**src/rtl/prc_pkg.sv**
```systemverilog
package prc_pkg;
  localparam int ADDR_W = 8;
  localparam int REG_W  = 64;
  localparam int ERR_W  = 5;

  localparam logic [ADDR_W-1:0] OFS_CTRL  = 8'h08;
  localparam logic [ADDR_W-1:0] OFS_STAT  = 8'h10;
  localparam logic [ADDR_W-1:0] OFS_DATA  = 8'h18;
  localparam logic [ADDR_W-1:0] OFS_ERR   = 8'h20;
  localparam logic [ADDR_W-1:0] OFS_ID_LO = 8'hA8;
  localparam logic [ADDR_W-1:0] OFS_ID_HI = 8'hB0;

  localparam int B_RSTREQ = 0;
  localparam int B_RSTACK = 4;
  localparam int B_REGION = 7;
  localparam int B_START  = 12;
  localparam int B_FINISH = 13;
  localparam int B_BUSY   = 16;

  localparam int E_OPER  = 0;
  localparam int E_PROTO = 3;
  localparam int E_OVFL  = 4;

  typedef enum logic [1:0] {
    ST_IDLE = 2'd0,
    ST_PUSH = 2'd1,
    ST_WAIT = 2'd2
  } prc_state_e;
endpackage

```
**src/rtl/prc_fsm.sv**
```systemverilog
module prc_fsm
  import prc_pkg::*;
#(
  parameter int REGION_W = 3
) (
  input  logic                clk,
  input  logic                rst_n,
  input  logic                ctrl_we,
  input  logic                wr_rst,
  input  logic                wr_start,
  input  logic                wr_finish,
  input  logic [REGION_W-1:0] wr_region,
  input  logic                hold_empty,
  input  logic                cfg_done,
  output prc_state_e          state_q,
  output logic                rst_req_q,
  output logic                rst_ack_q,
  output logic [REGION_W-1:0] region_q,
  output logic                flush,
  output logic                release_o,
  output logic                finish_misuse
);
  prc_state_e state_d;
  logic       rst_next;

  assign rst_next      = ctrl_we ? wr_rst : rst_req_q;
  assign flush         = rst_next;
  assign release_o     = (state_q == ST_WAIT) && hold_empty && cfg_done && !rst_next;
  assign finish_misuse = ctrl_we && wr_finish && (state_q != ST_PUSH);

  always_comb begin
    state_d = state_q;
    if (rst_next) begin
      state_d = ST_IDLE;
    end else begin
      unique case (state_q)
        ST_IDLE: if (ctrl_we && wr_start && !rst_req_q) state_d = ST_PUSH;
        ST_PUSH: if (ctrl_we && wr_finish) state_d = ST_WAIT;
        ST_WAIT: if (release_o) state_d = ST_IDLE;
        default: state_d = ST_IDLE;
      endcase
    end
  end

  always_ff @(posedge clk) begin
    if (!rst_n) begin
      state_q   <= ST_IDLE;
      rst_req_q <= 1'b0;
      rst_ack_q <= 1'b0;
      region_q  <= '0;
    end else begin
      state_q   <= state_d;
      rst_req_q <= rst_next;
      rst_ack_q <= rst_req_q;
      if (ctrl_we && state_q == ST_IDLE) region_q <= wr_region;
    end
  end


  ack_follows_req_chk: assert property (@(posedge clk) disable iff (!rst_n)
    rst_ack_q |-> $past(rst_req_q));


  req_holds_idle_chk: assert property (@(posedge clk) disable iff (!rst_n)
    rst_req_q |-> state_q == ST_IDLE);


  region_frozen_chk: assert property (@(posedge clk) disable iff (!rst_n)
    (state_q != ST_IDLE) |=> $stable(region_q));


  release_needs_done_chk: assert property (@(posedge clk) disable iff (!rst_n)
    ($past(state_q) == ST_WAIT && state_q == ST_IDLE && !rst_req_q) |-> $past(cfg_done));
endmodule

```
**src/rtl/prc_push.sv**
```systemverilog
module prc_push #(
  parameter int WORD_W = 32
) (
  input  logic              clk,
  input  logic              rst_n,
  input  logic              flush,
  input  logic              load_req,
  input  logic [WORD_W-1:0] load_data,
  input  logic              push_ready,
  output logic              push_valid,
  output logic [WORD_W-1:0] push_data,
  output logic              overflow
);
  logic take;

  assign take     = load_req && (!push_valid || push_ready);
  assign overflow = load_req && push_valid && !push_ready;

  always_ff @(posedge clk) begin
    if (!rst_n) begin
      push_valid <= 1'b0;
      push_data  <= '0;
    end else if (flush) begin
      push_valid <= 1'b0;
    end else if (take) begin
      push_valid <= 1'b1;
      push_data  <= load_data;
    end else if (push_ready) begin
      push_valid <= 1'b0;
    end
  end


  hold_stable_chk: assert property (@(posedge clk) disable iff (!rst_n)
    (push_valid && !push_ready && !flush) |=> (push_valid && $stable(push_data)));


  drop_keeps_word_chk: assert property (@(posedge clk) disable iff (!rst_n)
    (overflow && !flush) |=> $stable(push_data));
endmodule

```
**src/rtl/prc_errs.sv**
```systemverilog
module prc_errs #(
  parameter int N = 5
) (
  input  logic         clk,
  input  logic         rst_n,
  input  logic [N-1:0] err_set,
  input  logic [N-1:0] err_clr,
  output logic [N-1:0] err_q
);
  for (genvar i = 0; i < N; i++) begin : g_flag
    always_ff @(posedge clk) begin
      if (!rst_n)          err_q[i] <= 1'b0;
      else if (err_set[i]) err_q[i] <= 1'b1;
      else if (err_clr[i]) err_q[i] <= 1'b0;
    end
  end


  set_wins_chk: assert property (@(posedge clk) disable iff (!rst_n)
    (|err_set) |=> ((err_q & $past(err_set)) == $past(err_set)));


  w1c_clears_chk: assert property (@(posedge clk) disable iff (!rst_n)
    (|(err_clr & ~err_set)) |=> ((err_q & $past(err_clr & ~err_set)) == '0));
endmodule

```
**src/rtl/prc_engine.sv**
```systemverilog
module prc_engine
  import prc_pkg::*;
#(
  parameter int          WORD_W   = 32,
  parameter int          REGION_W = 3,
  parameter int          CFGERR_W = 3,
  parameter logic [63:0] ID_LO    = 64'h5A5A_0123_4567_89AB,
  parameter logic [63:0] ID_HI    = 64'hC3C3_FEDC_BA98_7654
) (
  input  logic                clk,
  input  logic                rst_n,
  input  logic                bus_we,
  input  logic [ADDR_W-1:0]   bus_addr,
  input  logic [REG_W-1:0]    bus_wdata,
  input  logic [ADDR_W-1:0]   bus_raddr,
  output logic [REG_W-1:0]    bus_rdata,
  output logic                push_valid,
  input  logic                push_ready,
  output logic [WORD_W-1:0]   push_data,
  output logic [REGION_W-1:0] cfg_region,
  output logic                cfg_session,
  input  logic                cfg_done,
  input  logic [CFGERR_W-1:0] cfg_err
);
  logic       ctrl_we, data_we, err_we;
  prc_state_e state_q;
  logic       rst_req_q, rst_ack_q, flush, release_w, finish_misuse;
  logic       load_req, overflow, busy;
  logic [ERR_W-1:0] err_set, err_clr, err_q;
  logic       unused_wbits;

  assign ctrl_we = bus_we && (bus_addr == OFS_CTRL);
  assign data_we = bus_we && (bus_addr == OFS_DATA);
  assign err_we  = bus_we && (bus_addr == OFS_ERR);
  assign unused_wbits = ^bus_wdata;

  prc_fsm #(.REGION_W(REGION_W)) fsm_i (
    .clk          (clk),
    .rst_n        (rst_n),
    .ctrl_we      (ctrl_we),
    .wr_rst       (bus_wdata[B_RSTREQ]),
    .wr_start     (bus_wdata[B_START]),
    .wr_finish    (bus_wdata[B_FINISH]),
    .wr_region    (bus_wdata[B_REGION +: REGION_W]),
    .hold_empty   (!push_valid),
    .cfg_done     (cfg_done),
    .state_q      (state_q),
    .rst_req_q    (rst_req_q),
    .rst_ack_q    (rst_ack_q),
    .region_q     (cfg_region),
    .flush        (flush),
    .release_o    (release_w),
    .finish_misuse(finish_misuse)
  );

  assign load_req = data_we && (state_q == ST_PUSH);

  prc_push #(.WORD_W(WORD_W)) push_i (
    .clk       (clk),
    .rst_n     (rst_n),
    .flush     (flush),
    .load_req  (load_req),
    .load_data (bus_wdata[WORD_W-1:0]),
    .push_ready(push_ready),
    .push_valid(push_valid),
    .push_data (push_data),
    .overflow  (overflow)
  );

  always_comb begin
    err_set = '0;
    if (release_w) err_set[E_OPER +: CFGERR_W] = cfg_err;
    err_set[E_PROTO] = finish_misuse || (data_we && state_q != ST_PUSH);
    err_set[E_OVFL]  = overflow;
  end
  assign err_clr = err_we ? bus_wdata[ERR_W-1:0] : '0;

  prc_errs #(.N(ERR_W)) errs_i (
    .clk    (clk),
    .rst_n  (rst_n),
    .err_set(err_set),
    .err_clr(err_clr),
    .err_q  (err_q)
  );

  assign cfg_session = (state_q != ST_IDLE);
  assign busy        = cfg_session || (|err_q);

  always_comb begin
    bus_rdata = '0;
    unique case (bus_raddr)
      OFS_CTRL: begin
        bus_rdata[B_RSTREQ] = rst_req_q;
        bus_rdata[B_RSTACK] = rst_ack_q;
        bus_rdata[B_REGION +: REGION_W] = cfg_region;
        bus_rdata[B_START]  = cfg_session;
        bus_rdata[B_FINISH] = (state_q == ST_WAIT);
      end
      OFS_STAT:  bus_rdata[B_BUSY] = busy;
      OFS_ERR:   bus_rdata[ERR_W-1:0] = err_q;
      OFS_ID_LO: bus_rdata = ID_LO;
      OFS_ID_HI: bus_rdata = ID_HI;
      default:   bus_rdata = '0;
    endcase
  end


  stray_data_flag_chk: assert property (@(posedge clk) disable iff (!rst_n)
    (data_we && !cfg_session) |=> err_q[E_PROTO]);


  idle_clean_chk: assert property (@(posedge clk) disable iff (!rst_n)
    (!cfg_session && err_q == '0) |-> !push_valid || $past(push_valid));
endmodule

```
**config.mk**
```make
export PLATFORM = sky130hd
export DESIGN_NAME = prc_engine
export DESIGN_NICKNAME = d
export VERILOG_FILES = /design/src/rtl/prc_pkg.sv /design/src/rtl/prc_fsm.sv /design/src/rtl/prc_push.sv /design/src/rtl/prc_errs.sv /design/src/rtl/prc_engine.sv
export SDC_FILE = /design/constraint.sdc
export NUM_CORES = 1
export LEC_CHECK = 0
export ABC_AREA = 1
export BUFFER_PORTS_ARGS = -buffer_cell sky130_fd_sc_hd__buf_4
export CAP_MARGIN = 20
export CORE_UTILIZATION = 40
export CTS_CLUSTER_SIZE = 30
export DETAILED_ROUTE_END_ITERATION = 8
export PLACE_DENSITY_LB_ADDON = 0.3
export SLEW_MARGIN = 10
export SYNTH_ARGS = -nofsm -noshare
export SYNTH_HDL_FRONTEND = slang
export SYNTH_SLANG_ARGS = --single-unit
```
**constraint.sdc**
```tcl
create_clock -name clk -period 3.86 [get_ports clk]
set_input_delay 0.386 -clock clk [delete_from_list [all_inputs] [get_ports clk]]
set_output_delay 0.386 -clock clk [all_outputs]
set_load 0.01 [all_outputs]
```
## Word-level counts from Yosys, hierarchy flattened

Index checks and enable logic that the tools add are counted.

| storage, ports and cells | value |
|---|---|
| register bits after elaboration | 45 |
| logic and storage cells | 90 |
| input bits | 88 |
| output and inout bits | 101 |

| cells by class | value |
|---|---|
| reductions and logical operators | 35 |
| bitwise logic cells | 2 |
| eq/ne operators | 14 |
| mux-type cells | 28 |

Operators with widths:

| cell | count |
|---|---|
| $pmux W47 S2 | 1 |
| $pmux W3 S3 | 2 |
| $eq A8 B4 Y1 const B | 2 |
| $eq A8 B5 Y1 const B | 2 |
| $eq A8 B6 Y1 const B | 2 |
| $eq A8 B8 Y1 const B | 2 |
| $logic_and A1 B1 Y1 | 16 |
| $reduce_bool A2 Y1 | 7 |
| $mux W1 | 13 |
| $pmux W2 S2 | 3 |
| $ne A2 B1 Y1 const B | 4 |
| $mux W2 | 3 |
| $pmux W1 S3 | 2 |
| $pmux W2 S3 | 1 |
| $mux W5 | 1 |
| $reduce_or A5 Y1 | 1 |
| $logic_not A1 Y1 | 4 |
| $logic_or A1 B1 Y1 | 3 |
| $mux W3 | 1 |
| $reduce_and A3 Y1 | 1 |
| $eq A2 B1 Y1 const B | 1 |
| $eq A2 B2 Y1 const B | 1 |
| $logic_not A2 Y1 | 1 |
| $not A1 Y1 | 2 |
| 3 further kinds | 3 |

## Logic depth before layout (Yosys ltp)

| logic depth | value |
|---|---|
| word-level depth | 7 |
| gate-level depth with buffers | 11 |
| depth with buffers taken out | 10 |

## Modules after synthesis

From an unflattened synthesis, not the netlist that was laid out.

| second synthesis, totals | value |
|---|---|
| cell total of the unflattened synthesis | 433 |
| area, all modules | 2854.0 um^2 |

By module, submodules not included:

| module | instances | area each (um^2) | cells an instance |
|---|---|---|---|
| prc_push | 1 | 1535.2 | 218 |
| prc_engine | 1 | 822.0 | 142 |
| prc_fsm | 1 | 311.5 | 47 |
| prc_errs | 1 | 185.2 | 26 |

## Worst setup path after synthesis

OpenSTA, ideal clock, no wires.

| timing path | value |
|---|---|
| path kind | in2out |
| from | input bus_raddr[1] |
| to | output bus_rdata[10] |
| stages on the path | 5 |
| setup slack | 1.571 ns |
| path buffers | 1 |
| data arrival time | 1.903 ns |
| cell sequence | or2_2 > nor3_2 > nand4_1 > inv_1 > buf_4 |

| on the way | value |
|---|---|
| word-level cells in the longest chain between the ends | 2 |
| elaborated cells on any way between the ends | 3 |

RTL lines:

| item | line | RTL |
|---|---|---|
| start: declaration | prc_engine.sv:15 | `input logic [ADDR_W-1:0] bus_raddr,` |
| $eq A8 B8 Y1 | prc_engine.sv:91 | `unique case (bus_raddr)` |
| $pmux W2 S2 (*) | prc_engine.sv:91 |  |
| end: declaration | prc_engine.sv:16 | `output logic [REG_W-1:0] bus_rdata,` |

Every way passes the cells marked *; elsewhere a longest branch is shown, timed or not.

## Final worst setup path

| timing path | value |
|---|---|
| from | input bus_raddr[1] |
| to | output bus_rdata[63] |

| on the way | value |
|---|---|
| word-level cells in the longest chain between the ends | 2 |
| elaborated cells on any way between the ends | 3 |

RTL lines:

| item | line |
|---|---|
| $eq A8 B8 Y1 | prc_engine.sv:91 |
| $pmux W47 S2 (*) | prc_engine.sv:91 |

Marks and branches as above.

==> impl_metrics.json <==
{
  "hp-class": "in -> reg",
  "static-leakage-power_uw": 0.00197,
  "crit_chain": "buf_4 > or2_2 > nor3_2 > nand4_1 > inv_1 > buf_4",
  "cts_tree": "built",
  "slew_headroom_pct": 56.6,
  "drcViolationCount": 0,
  "root_buffer": "clkbuf_8",
  "status": "finished clean",
  "clk_pin_slew_worst_paths_ps": 80,
  "finalNetCount": 583,
  "die_w_um": 82.4,
  "clock_path_buffers": 2,
  "crit_path_end_kind": "primary output",
  "place_area_mm2": 0.00339,
  "power.density_mw_per_mm2": 245,
  "dieArea_mm2": 0.00680,
  "cp_slowest_cell": "inv_1",
  "vdd_drop_max_uv": 179,
  "drtPass1Iterations": 4,
  "core_mm2": 0.00610,
  "cp_data_arrival_time_ps": 2240,
  "synthCells": 393,
  "tns_ps": 0,
  "crit_path_max_fanout": 27,
  "hold_viol": 0,
  "cap_viol_max_count": 0,
  "combPwrFrac_pct": 9.0,
  "io_buffer_count": 152,
  "insertion_delay_ps": 290,
  "io_pins": 189,
  "grt_max_degree": 65,
  "fin_area_mm2": 0.00349,
  "cts_made_buffers": 5,
  "area_growth_syn_to_layout_pct": 35.0,
  "path_buf_inv": 3,
  "initial_utilization_pct": 42.5,
  "switching_power_uw": 186,
  "gr-total-overflow": 0,
  "final.min_clock_period_ps": 2630,
  "dpl.hpwl_mm": 4.69,
  "die_height_um": 82.4,
  "dp_slack_ps": 1220,
  "power_uw": 855,
  "yosys_warnings": 0,
  "clock_skew_ps": 6.59,
  "drt_iter0_markers": 112,
  "rows": 28,
  "ctsHoldBuffers": 0,
  "rsz0062_at_grt": "no",
  "synth-seq-cells": 45,
  "grtUsageTotal_pct": 17.5,
  "path_common_cell": "buf_4",
  "drive_gt1_share_pct": 35.7,
  "antenna_cells": 0,
  "synth_cell_types": 27,
  "postCtsSetupBuffers": 0,
  "num_vias": 2521,
  "maxSlewViolCount": 0,
  "worst-setup-path-type": "in -> out",
  "grt_pass1_vias": 2205,
  "intPower_uw": 669,
  "period_share_pct": 68.1,
  "vias_per_cell": 4.42,
  "drt-total-wl_mm": 6.03,
  "finalWorstSetupSlack_ps": 1230,
  "final_antenna_net_count": 0,
  "routabilityCongestion": 0.890,
  "fmax_mhz": 380,
  "sequentialPowerShare_pct": 54.3,
  "netlist_area_mm2": 0.00259,
  "p_sw_share_pct": 21.8,
  "htreeDepth": 2,
  "avgRoutedWirePerCell_um": 10.6,
  "grt_pass1_wl_mm": 9.20,
  "clkPwrFrac_pct": 36.7,
  "critPathTopFamily": "buffers and inverters",
  "post_cts_resized": 0,
  "setup_viol": 0,
  "syn_avg_cell_area_um2": 6.59,
  "cp.required_ps": 3470,
  "cts_sinks": 45,
  "yosysSeqAreaShare_pct": 34.8,
  "tightestPinTransition_ps": 650,
  "antenna_found_initial": 0,
  "crit_path_max_incr_delay_ps": 600,
  "startpoint_type": "input pin"
}
## final cells by class
type / instances / area, um^2
clock buffer: 7 / 96.3
clock inverter: 1 / 5.00
fill: 592 / 2600
inverter: 58 / 218
multi-input combinational: 233 / 1040
sequential: 45 / 901
tap: 75 / 93.8
timing repair buffer: 152 / 1140
## state kept, by name (all words and copies together) (netlist names)
name and count:
push_i.push_data 32, errs_i.err_q 5, fsm_i.region_q 3, fsm_i.state_q 2, fsm_i.rst_ack_q 1, fsm_i.rst_req_q 1
push_i.push_valid 1
## metrics by stage
step | util (%) | cells | hold slack, ps
finish | 57.3 | 571 | 311
global route | 57.3 | 571 | 305
CTS | 57.3 | 571 | 300
detailed placement | 55.7 | 563 | 451
global placement | 55.7 | 563 | 446
floorplan | - | 396 | 424
## synth_stat cells
cell type  count  area (um^2)
nor3b_1        1         7.51
nand3_2        2         20.0
o21bai_2       1         11.3
o2111ai_1      1         8.76
buf_4         51          383
o221ai_1       1         8.76
nand2_4        1         11.3
buf_6          3         33.8
nor2_4         2         22.5
clkbuf_1       4         15.0
nor3_1         4         20.0
conb_1         1         3.75
buf_2          2         10.0
nand4_1        5         31.3
nand2_1       90          338
nor3_2         1         10.0
a21oi_1       11         55.1
nor2_1        73          274
inv_1         56          210
o211ai_1       1         7.51
or2_2          2         12.5
inv_2          2         7.51
nor2_2         5         31.3
dfxtp_1       45          901
nand3_1       18         90.1
nand2_8        1         20.0
o21ai_0        9         45.0
## tightest hold or removal path, cell delays in order
cell and delay, ps:
buf_4 80, nor2_1 30, nor2_1 80
## power by group through the flow
stage	Combinational [uW]	Clock [uW]	Sequential [uW]
floorplan	27.4	0	475
global placement	76.0	0	475
detailed placement	77.0	0	475
CTS	77.2	328	464
global route	84.3	347	464
finish	77.1	314	464
## cell usage in the layout, fill, tap and decap left out
master,instances
buf_4,152
nor2_1,73
inv_2,2
or2_2,2
clkinv_2,1
o21ai_0,9
nand2_4,1
nor3_2,1
nand2_8,1
nand2_1,90
nor3b_1,1
clkbuf_8,7
nand4_1,5
o2111ai_1,1
o21bai_2,1
o221ai_1,1
nand3_2,2
conb_1,4
a21oi_1,11
nor2_4,2
dfxtp_1,45
nor2_2,5
inv_1,56
nor3_1,4
o211ai_1,1
nand3_1,18
## cells by family after synthesis
kind of cell,count (synthesis),share of synthesized area (%)
other,1,0.145
buffers and inverters,118,25.5
AOI/OAI and AO/OA,24,5.27
and+or+nand+nor,205,34.3
DFF,45,34.8
## per-layer routing
layer | wire length (um) | global-route usage (%)
met1 | 2360 | 18.2
met2 | 3060 | 34.0
met3 | 576 | 5.05
met4 | 23 | 3.68
met5 | 0 | 0
## path summary, 6_finish.rpt
kind | start | endpoint | slack [ps] | depth (start not counted)
min | bus_wdata[6] | push_i.push_data[6]$_SDFFE_PN0P_ | 310 | 3
min reg2reg | fsm_i.rst_req_q$_SDFF_PN0_ | fsm_i.rst_ack_q$_SDFF_PN0_ | 460 | 2
max | bus_raddr[1] | bus_rdata[63] | 1230 | 6
max reg2reg | fsm_i.state_q[0]$_SDFFE_PP0P_ | push_i.push_data[3]$_SDFFE_PN0P_ | 2400 | 8
No activity file was read; power rests on OpenSTA's default activity.
